### src/rtl/swb_pkg.sv
package swb_pkg;
    typedef enum logic {
        ST_RUN    = 1'b0,
        ST_SETTLE = 1'b1
    } swb_state_e;
endpackage

### src/rtl/swb_room_sel.sv
// Decides whether the offered word may be written this cycle, given the flag
// arrangement chosen by DEDICATED.
module swb_room_sel #(
    parameter int ADDR_W    = 2,
    parameter bit DEDICATED = 1'b0,
    localparam int NUM_THR  = 1 << ADDR_W
) (
    input  logic               cur_full,
    input  logic [NUM_THR-1:0] thr_full,
    input  logic [ADDR_W-1:0]  tgt,
    input  logic [ADDR_W-1:0]  cur_addr,
    output logic               may_write
);
    generate
        if (DEDICATED) begin : g_ded
            // each thread's flag is always valid: only the target's matters
            logic unused_ded;
            assign unused_ded = ^{cur_full, cur_addr};
            assign may_write  = !thr_full[tgt];
        end else begin : g_shared
            // the shared flag describes the addressed thread only
            logic unused_shr;
            assign unused_shr = ^thr_full;
            assign may_write  = !cur_full && (tgt == cur_addr);
        end
    endgenerate
endmodule

### src/rtl/swb_settle_ctr.sv
// Counts the cycles after an address change until the shared flag is valid.
module swb_settle_ctr #(
    parameter int FLAG_LAT  = 3,
    parameter bit INIT_BUSY = 1'b1,
    localparam int CW       = $clog2(FLAG_LAT + 1)
) (
    input  logic clk,
    input  logic rst_n,
    input  logic start,
    output logic expire
);
    localparam logic [CW-1:0] LOAD_V = CW'(FLAG_LAT - 1);
    localparam logic [CW-1:0] RST_V  = INIT_BUSY ? LOAD_V : '0;

    logic [CW-1:0] cnt_d, cnt_q;

    always_comb begin
        cnt_d = cnt_q;
        if (start) begin
            cnt_d = LOAD_V;
        end else if (cnt_q != '0) begin
            cnt_d = cnt_q - 1'b1;
        end
    end

    always_ff @(posedge clk or negedge rst_n) begin
        if (!rst_n) begin
            cnt_q <= RST_V;
        end else begin
            cnt_q <= cnt_d;
        end
    end

    // last waiting cycle: the state leaves the wait on this edge
    assign expire = (cnt_q == CW'(1));
endmodule

### src/rtl/strm_fifo_wr_bridge.sv
// Stream to synchronous multi-thread FIFO write bridge. FLAG_LAT must be >= 2.
module strm_fifo_wr_bridge
    import swb_pkg::*;
#(
    parameter int DATA_W    = 32,
    parameter int ADDR_W    = 2,
    parameter int FLAG_LAT  = 3,
    parameter bit DEDICATED = 1'b0
) (
    input  logic                     clk,
    input  logic                     rst_n,
    input  logic [DATA_W-1:0]        s_tdata,
    input  logic                     s_tvalid,
    output logic                     s_tready,
    input  logic [ADDR_W-1:0]        s_tdest,
    output logic                     fifo_sel,
    output logic                     fifo_wr,
    output logic [ADDR_W-1:0]        fifo_addr,
    output logic [DATA_W-1:0]        fifo_data,
    input  logic                     fifo_cur_full,
    input  logic [(1<<ADDR_W)-1:0]   fifo_thr_full
);
    localparam int NUM_THR = 1 << ADDR_W;

    typedef struct packed {
        swb_state_e        state;
        logic [ADDR_W-1:0] addr;
        logic [DATA_W-1:0] data;
        logic              wr;
        logic              sel;
    } regs_t;

    // shared mode starts with a wait: the flag for thread 0 is not yet valid
    localparam regs_t RST_VAL = '{
        state: (DEDICATED ? ST_RUN : ST_SETTLE),
        addr:  '0,
        data:  '0,
        wr:    1'b0,
        sel:   1'b0
    };

    regs_t r_d, r_q;
    logic  may_write;
    logic  settle_done;
    logic  switch_go;
    logic  xfer;

    swb_room_sel #(
        .ADDR_W    (ADDR_W),
        .DEDICATED (DEDICATED)
    ) u_room (
        .cur_full  (fifo_cur_full),
        .thr_full  (fifo_thr_full),
        .tgt       (s_tdest),
        .cur_addr  (r_q.addr),
        .may_write (may_write)
    );

    swb_settle_ctr #(
        .FLAG_LAT  (FLAG_LAT),
        .INIT_BUSY (!DEDICATED)
    ) u_settle (
        .clk    (clk),
        .rst_n  (rst_n),
        .start  (switch_go),
        .expire (settle_done)
    );

    assign s_tready = (r_q.state == ST_RUN) && may_write;
    assign xfer     = s_tvalid && s_tready;

    // a thread change with the shared flag needs a fresh address and a wait
    assign switch_go = !DEDICATED && (r_q.state == ST_RUN) && s_tvalid &&
                       (s_tdest != r_q.addr);

    always_comb begin
        r_d     = r_q;
        r_d.wr  = xfer;
        r_d.sel = xfer;
        if (xfer) begin
            r_d.data = s_tdata;
            r_d.addr = s_tdest;
        end
        unique case (r_q.state)
            ST_RUN: begin
                if (switch_go) begin
                    r_d.state = ST_SETTLE;
                    r_d.addr  = s_tdest;
                end
            end
            ST_SETTLE: begin
                if (settle_done) begin
                    r_d.state = ST_RUN;
                end
            end
            default: r_d.state = ST_RUN;
        endcase
        // keep the port selected while its flag pipeline fills
        if (r_d.state == ST_SETTLE) begin
            r_d.sel = 1'b1;
        end
    end

    always_ff @(posedge clk or negedge rst_n) begin
        if (!rst_n) begin
            r_q <= RST_VAL;
        end else begin
            r_q <= r_d;
        end
    end

    assign fifo_sel  = r_q.sel;
    assign fifo_wr   = r_q.wr;
    assign fifo_addr = r_q.addr;
    assign fifo_data = r_q.data;

    logic unused_thr;
    assign unused_thr = (NUM_THR == 0);
endmodule

### config.mk
export PLATFORM = sky130hd
export DESIGN_NAME = strm_fifo_wr_bridge
export DESIGN_NICKNAME = d
export VERILOG_FILES = /design/src/rtl/swb_pkg.sv /design/src/rtl/swb_room_sel.sv /design/src/rtl/swb_settle_ctr.sv /design/src/rtl/strm_fifo_wr_bridge.sv
export SDC_FILE = /design/constraint.sdc
export NUM_CORES = 1
export LEC_CHECK = 0
export BUFFER_PORTS_ARGS = -buffer_cell sky130_fd_sc_hd__clkbuf_2
export CAP_MARGIN = 5
export CORE_MARGIN = 5
export CORE_UTILIZATION = 47
export DETAILED_ROUTE_END_ITERATION = 16
export GPL_ROUTABILITY_DRIVEN = 1
export PLACE_DENSITY = 0.78
export SYNTH_ARGS = -nofsm -noshare
export SYNTH_HDL_FRONTEND = slang
export SYNTH_SLANG_ARGS = --single-unit
### constraint.sdc
create_clock -name clk -period 2.01 [get_ports clk]
set_input_delay 0.1005 -clock clk [delete_from_list [all_inputs] [get_ports clk]]
set_output_delay 0.1005 -clock clk [all_outputs]
set_load 0.05 [all_outputs]
==> flow_summary.json, run 1 <==
{
  "status": "complete, no violations",
  "vias": 1039,
  "fin_setup_tns_ns": 0,
  "routedWlPerCell_um": 14.6,
  "r2r_end": "fifo_data[18]$_DFFE_PN0P_",
  "grt_pass1_wl_mm": 5.39,
  "gp_congestion": 0.672,
  "path_cells": "xnor2_1, nand2_1, nor3_1, clkbuf_2",
  "cts_tree": "yes",
  "final_util_pct": 55.1,
  "antenna_found_initial": 0,
  "die_x_um": 73.6,
  "drv_slew": 0,
  "hold_end": "fifo_data[7]$_DFFE_PN0P_",
  "num_antenna_cells": 0,
  "viasPerCell": 4.52,
  "fin_crit_sh_pct": 84.7,
  "drive_gt1_share_pct": 68.9,
  "cts_resized": 0,
  "min_period_ns": 1.70,
  "detail-route-antenna-nets": 0,
  "grt_pass1_vias": 1158,
  "rsz0062_at_grt": "no",
  "drt-pass1-iter-count": 3,
  "clk_latency_ns": 0.28,
  "die-height_um": 73.6,
  "critPathCaptureType": "primary output",
  "yosys_warnings": 0,
  "hold_violations": 0,
  "synth_ff_type": "dfrtp_1",
  "initial_core_util_pct": 47.8,
  "hpwlAfterDp_mm": 2.62,
  "hold_depth": 2,
  "worstMarginPinSlew_ns": 0.366,
  "numCtsBuffers": 5,
  "grt_overflow": 0,
  "final_common_cell": "clkbuf_2",
  "layout_common_cells": "clkbuf_2 (74), dfrtp_1 (37), mux2_4 (28), clkbuf_8 (7), mux2_2 (6)",
  "syn_to_final_growth_pct": 15.4,
  "r2r_cells": 4,
  "ys_seq_area_share_pct": 51.5,
  "fmax_mhz": 587,
  "clk_pin_slew_ns": 0.07,
  "syn-mean-instance-area_um2": 14.7,
  "crit_slowest_cell": "dfrtp_1",
  "io_pins": 79,
  "setup_viol": 0,
  "criticalPathCategory": "flop to primary output",
  "cts.path.max_buffers": 2,
  "slew_headroom_pct": 75.4,
  "crit_path_max_fanout": 3,
  "synth_edf_count": 0,
  "maxCapViolations": 0,
  "cts_sinks": 39,
  "critPathTopFamily": "flip-flops",
  "routed_wl_mm": 3.36,
  "syn_inst": 129,
  "drt-initial-drc-count": 21,
  "rrSetupSlack_ns": 0.40,
  "ys_types": 19,
  "startpoint_type": "flop",
  "critPathArrivalTime_ns": 1.60,
  "reg2reg_from": "fifo_addr[1]$_DFF_PN0_",
  "clock_skew_ns": 0.00773,
  "ctsHtreeMaxLevel": 2,
  "core_area_um2": 3970,
  "grtUsageTotal_pct": 13.4,
  "max_stage_delay_ns": 0.40,
  "ys_ff_latch": 39,
  "min_from": "s_tdata[7]",
  "drc_errors": 0,
  "dieArea_um2": 5410,
  "port_buffers": 74,
  "syn_nets": 173,
  "nets": 223,
  "mappedNetlistArea_um2": 1900,
  "path_buf_inv": 1,
  "cts-root-buf": "clkbuf_8",
  "fillers": 363,
  "rows": 23,
  "min_path_type": "input port to flop",
  "async_flop_share_pct": 100,
  "grt_max_degree": 21,
  "cp_data_required_time_ns": 1.91
}
synthesized netlist by cell type (2+ instances only):
cell type / instances / area, um^2
buf_4: 34 / 255
buf_6: 3 / 33.8
dfrtp_1: 37 / 926
dfstp_2: 2 / 52.6
ha_1: 2 / 25.0
inv_1: 3 / 11.3
mux2_2: 6 / 67.6
mux2_4: 28 / 420
nand2_1: 3 / 11.3
xnor2_1: 2 / 17.5
per-layer routing:
metal / global-route usage, % / vias to the layer above / routed length [um]
met5: 0 / - / 0
met4: 7.85 / 0 / 53
met1: 14.1 / 503 / 1270
met3: 3.28 / 4 / 175
li1: - / 499 / -
met2: 24.0 / 33 / 1860
sequential cells by signal, indices dropped and copies added (netlist names):
register        cells
fifo_wr             1
fifo_addr           2
fifo_sel            1
r_q                 1
fifo_data          32
u_settle.cnt_q      2
cell families (layout without fill, tap and decap cells):
family | count (synthesis) | count (layout) | synth area share [%]
multiplexers | 34 | 34 | 25.7
AND/OR/NAND/NOR | 8 | 8 | 3.03
buffers and inverters | 40 | 91 | 15.8
XOR/XNOR | 3 | 3 | 1.38
AO/OA/AOI/OAI | 3 | 3 | 1.19
adder cells (fa/ha/maj) | 2 | 2 | 1.32
flip-flops | 39 | 39 | 51.5
layout make-up:
class | instances | area, um^2 | share of cell area, %
Sequential cell | 39 | 978 | 44.7
Tap cell | 50 | 62.6 | 2.86
Inverter | 3 | 11.3 | 0.514
Multi-Input combinational cell | 50 | 619 | 28.3
Clock buffer | 8 | 100 | 4.57
Timing Repair Buffer | 80 | 418 | 19.1
per-stage QoR:
stage	std cells	setup slack, ns	area [um^2]	hold slack [ns]
2_1_floorplan	129	0.0371	1900	-0.195
3_3_place_gp	221	0.409	2080	0.00437
3_5_place_dp	221	0.406	2080	0.00679
4_1_cts	230	0.272	2190	0.0309
5_1_grt	230	0.152	2190	0.0319
6_report	230	0.307	2190	0.0441
worst max path at each step:
| stage | start | endpoint | slack [ns] | cells after the start |
|---|---|---|---|---|
| after global routing | fifo_addr[0]$_DFF_PN0_ | s_tready | 0.15 | 4 |
| after global placement | fifo_addr[0]$_DFF_PN0_ | fifo_data[20]$_DFFE_PN0P_ | 0.41 | 4 |
| final | fifo_addr[1]$_DFF_PN0_ | s_tready | 0.31 | 4 |
| after floorplan | fifo_addr[1]$_DFF_PN0_ | s_tready | 0.04 | 3 |
| after CTS | fifo_addr[0]$_DFF_PN0_ | s_tready | 0.27 | 4 |
| after detailed placement | fifo_addr[1]$_DFF_PN0_ | fifo_data[15]$_DFFE_PN0P_ | 0.41 | 4 |
worst register-to-register path, cell delays in order (launching register included):
cell and delay (ns):
dfrtp_1 0.40, xnor2_1 0.34, nand4b_4 0.13, buf_4 0.26, mux2_4 0.34
repair_timing:
| action | in CTS | in global routing |
|---|---|---|
| buffers inserted | 0 | 0 |
| hold endpoints to repair | 10 | 0 |
| hold buffers | 1 | 0 |
Power of run 1 is not shown: default switching activity piles up to over one toggle a cycle in this logic, so the estimate is an artifact.
==> inputs of run 2 (changes only) <==
Settings changed: ABC_AREA set to 1, PLACE_DENSITY 0.78 to 0.76.
Clock period 2.01 ns to 1.6 ns, I/O delays scaled along.
==> run 2 against run 1 <==
Compared with the run above: cell count grew 40%; count of clock-buffer cells in the layout shrank 2; register-to-register slack lost 0.19 ns; largest cell class unchanged; synthesized area grew 9.2%.
==> flow_summary.json, run 2 <==
{
  "p_leak_nw": 1.34,
  "synth_ff_type": "dfrtp_1",
  "num_antenna_cells": 0,
  "fmax_mhz": 671,
  "die-height_um": 76.4,
  "grt_pass1_vias": 1572,
  "instances_no_fill": 321,
  "initial_core_util_pct": 47.9,
  "maxCapViolations": 0,
  "vias": 1567,
  "ys_ff_latch": 39,
  "layout_common_cells": "nand2_1 (81), clkbuf_2 (73), dfrtp_1 (37), nand4_1 (32), inv_1 (9)",
  "mappedNetlistArea_um2": 2070,
  "final_util_pct": 53.6,
  "rows": 24,
  "syn_inst": 224,
  "cts_sinks": 39,
  "drt-pass1-iter-count": 4,
  "rrSetupSlack_ns": 0.21,
  "clk_latency_ns": 0.29,
  "yosys-top-cells-count": "nand2_1 (81), dfrtp_1 (37), buf_4 (34)",
  "cts-root-buf": "clkbuf_8",
  "drive_gt1_share_pct": 37.5,
  "slew_headroom_pct": 80.6,
  "power_density_nw_per_um2": 2430,
  "ctsHtreeMaxLevel": 2,
  "irDropWorstVdd_uv": 1590,
  "port_buffers": 74,
  "drt-initial-drc-count": 65,
  "hpwlAfterDp_mm": 3.04,
  "routed_wl_mm": 4.24,
  "syn_nets": 268,
  "p_total_mw": 5.64,
  "hold_end": "fifo_data[18]$_DFFE_PN0P_",
  "min_period_ns": 1.49,
  "final_common_cell": "nand2_1",
  "setup_viol": 0,
  "drc_errors": 0,
  "grt_max_degree": 40,
  "ys_seq_area_share_pct": 47.2,
  "critPathArrivalTime_ns": 1.41,
  "yosys_warnings": 0,
  "fin_crit_sh_pct": 93.1,
  "largest_reg_flops": 32,
  "criticalPathCategory": "flop to primary output",
  "synthTopCellsByArea": "dfrtp_1 (45%), nand2_1 (15%), buf_4 (12%)",
  "clock_skew_ns": 0.00577,
  "grt_overflow": 0,
  "grtUsageTotal_pct": 14.8,
  "hold_depth": 3,
  "fillers": 417,
  "yosys.area.top_type": "dfrtp_1",
  "min_path_type": "input port to flop",
  "synth_edf_count": 0,
  "dieArea_um2": 5840,
  "viasPerCell": 4.88,
  "numCtsBuffers": 5,
  "antenna_found_initial": 0,
  "syn_to_final_growth_pct": 11.8,
  "clk_pin_slew_ns": 0.08,
  "min_from": "s_tdata[18]",
  "synth_top_area_share_pct": 44.7,
  "worstMarginPinSlew_ns": 0.292,
  "critPathCaptureType": "primary output",
  "drv_slew": 0,
  "rsz0062_at_grt": "no",
  "routedWlPerCell_um": 13.2,
  "cts.path.max_buffers": 2,
  "nets": 312,
  "async_flop_share_pct": 100,
  "cp_data_required_time_ns": 1.52,
  "place_inst": 311,
  "detail-route-antenna-nets": 0,
  "fin_setup_tns_ns": 0,
  "reg2reg_from": "r_q[36]$_DFF_PN1_",
  "status": "complete, no violations",
  "die_x_um": 76.4,
  "r2r_end": "fifo_data[13]$_DFFE_PN0P_",
  "ys_types": 19,
  "holdWs_ns": 0.0189,
  "core_area_um2": 4320,
  "hold_violations": 0,
  "yosysMostFrequentCell": "nand2_1",
  "gp_congestion": 0.699,
  "syn-mean-instance-area_um2": 9.26,
  "io_pins": 79,
  "startpoint_type": "flop",
  "cts_tree": "yes",
  "crit_path_max_fanout": 5,
  "r2r_cells": 6,
  "grt_pass1_wl_mm": 7.08
}
## run 2: changes by cell type after synthesis, moves of 2 or more
cell and change:
xnor2_1 -2, nand4_1 +32, inv_1 +6, nand2_2 +2, buf_6 +6, mux2_2 -5, nor2_4 +2, clkbuf_8 +4
nand2_1 +78, mux2_4 -28, nand3_1 +2
## run 2: kinds of logic (layout without fill, tap and decap cells)
family	after synthesis	in the layout	synth area share [%]
AOI/OAI and AO/OA	1	1	0.241
xor gates and xnor gates	2	2	1.21
adders and majority gates	2	2	1.21
buffers and inverters	57	102	21.7
DFF	39	39	47.2
muxes	1	1	0.543
and+or+nand+nor	122	122	27.9
## run 2: cell type report
class                   instances  area [um^2]  area share (%)
clock inverters                 2         35.0            1.51
well taps                      52         65.1            2.81
multi-input cells             128          646            27.9
repair buffers                 84          473            20.4
inverters                      10         37.5            1.62
flip-flops and latches         39          978            42.2
clock buffers                   6         82.6            3.56
## run 2: worst max path at each step
stage | end | start | cells past startpoint
4_1_cts | s_tready | fifo_addr[1]$_DFF_PN0_ | 7
2_1_floorplan | s_tready | fifo_addr[1]$_DFF_PN0_ | 7
3_3_place_gp | fifo_data[26]$_DFFE_PN0P_ | fifo_addr[1]$_DFF_PN0_ | 5
5_1_grt | s_tready | fifo_addr[1]$_DFF_PN0_ | 7
3_5_place_dp | fifo_data[13]$_DFFE_PN0P_ | fifo_addr[1]$_DFF_PN0_ | 5
6_report | s_tready | fifo_addr[1]$_DFF_PN0_ | 7
## run 2: what timing repair did
| action | in CTS | in global routing |
|---|---|---|
| resized for setup | 0 | 1 |
| buffers inserted | 1 | 0 |
| hold buffers | 1 | 0 |
| endpoints found under the setup margin | 1 | 1 |
| pin swaps | 1 | 0 |
| endpoints found under the hold margin | 39 | 0 |
## run 2: routing by layer
metal | vias up | part of all wire [%] | global-route usage [%]
li1 | 781 | - | -
met1 | 726 | 42 | 16.5
met2 | 55 | 49 | 25.9
met3 | 5 | 7.6 | 5.32
met4 | 0 | 1.3 | 4.72
met5 | - | 0 | 0
## run 2: metrics by stage
step                      worst slack, ns  cell area (um^2)
after CTS                          0.0700              2320
final                               0.110              2320
after global placement              0.240              2180
after floorplan                     0.299              2070
after detailed placement            0.216              2180
after global routing               0.0115              2320
## run 2: power breakdown
group          switching [mW]  internal [mW]  leakage (nW)  total [mW]
combinational            2.34          0.699         0.798        3.04
clock                   0.341          0.504        0.0612       0.846
sequential              0.278           1.47         0.478        1.75
total                    2.96           2.67          1.34        5.64
## run 2: worst max-delay path, stage by stage (launching register included)
cell	delay, ns
dfrtp_1	0.45
inv_1	0.06
nand2_1	0.07
nand2_2	0.06
nor2_4	0.11
nand2_1	0.07
inv_1	0.05
buf_2	0.25
Note: power is estimated with default switching activity, not from simulation.
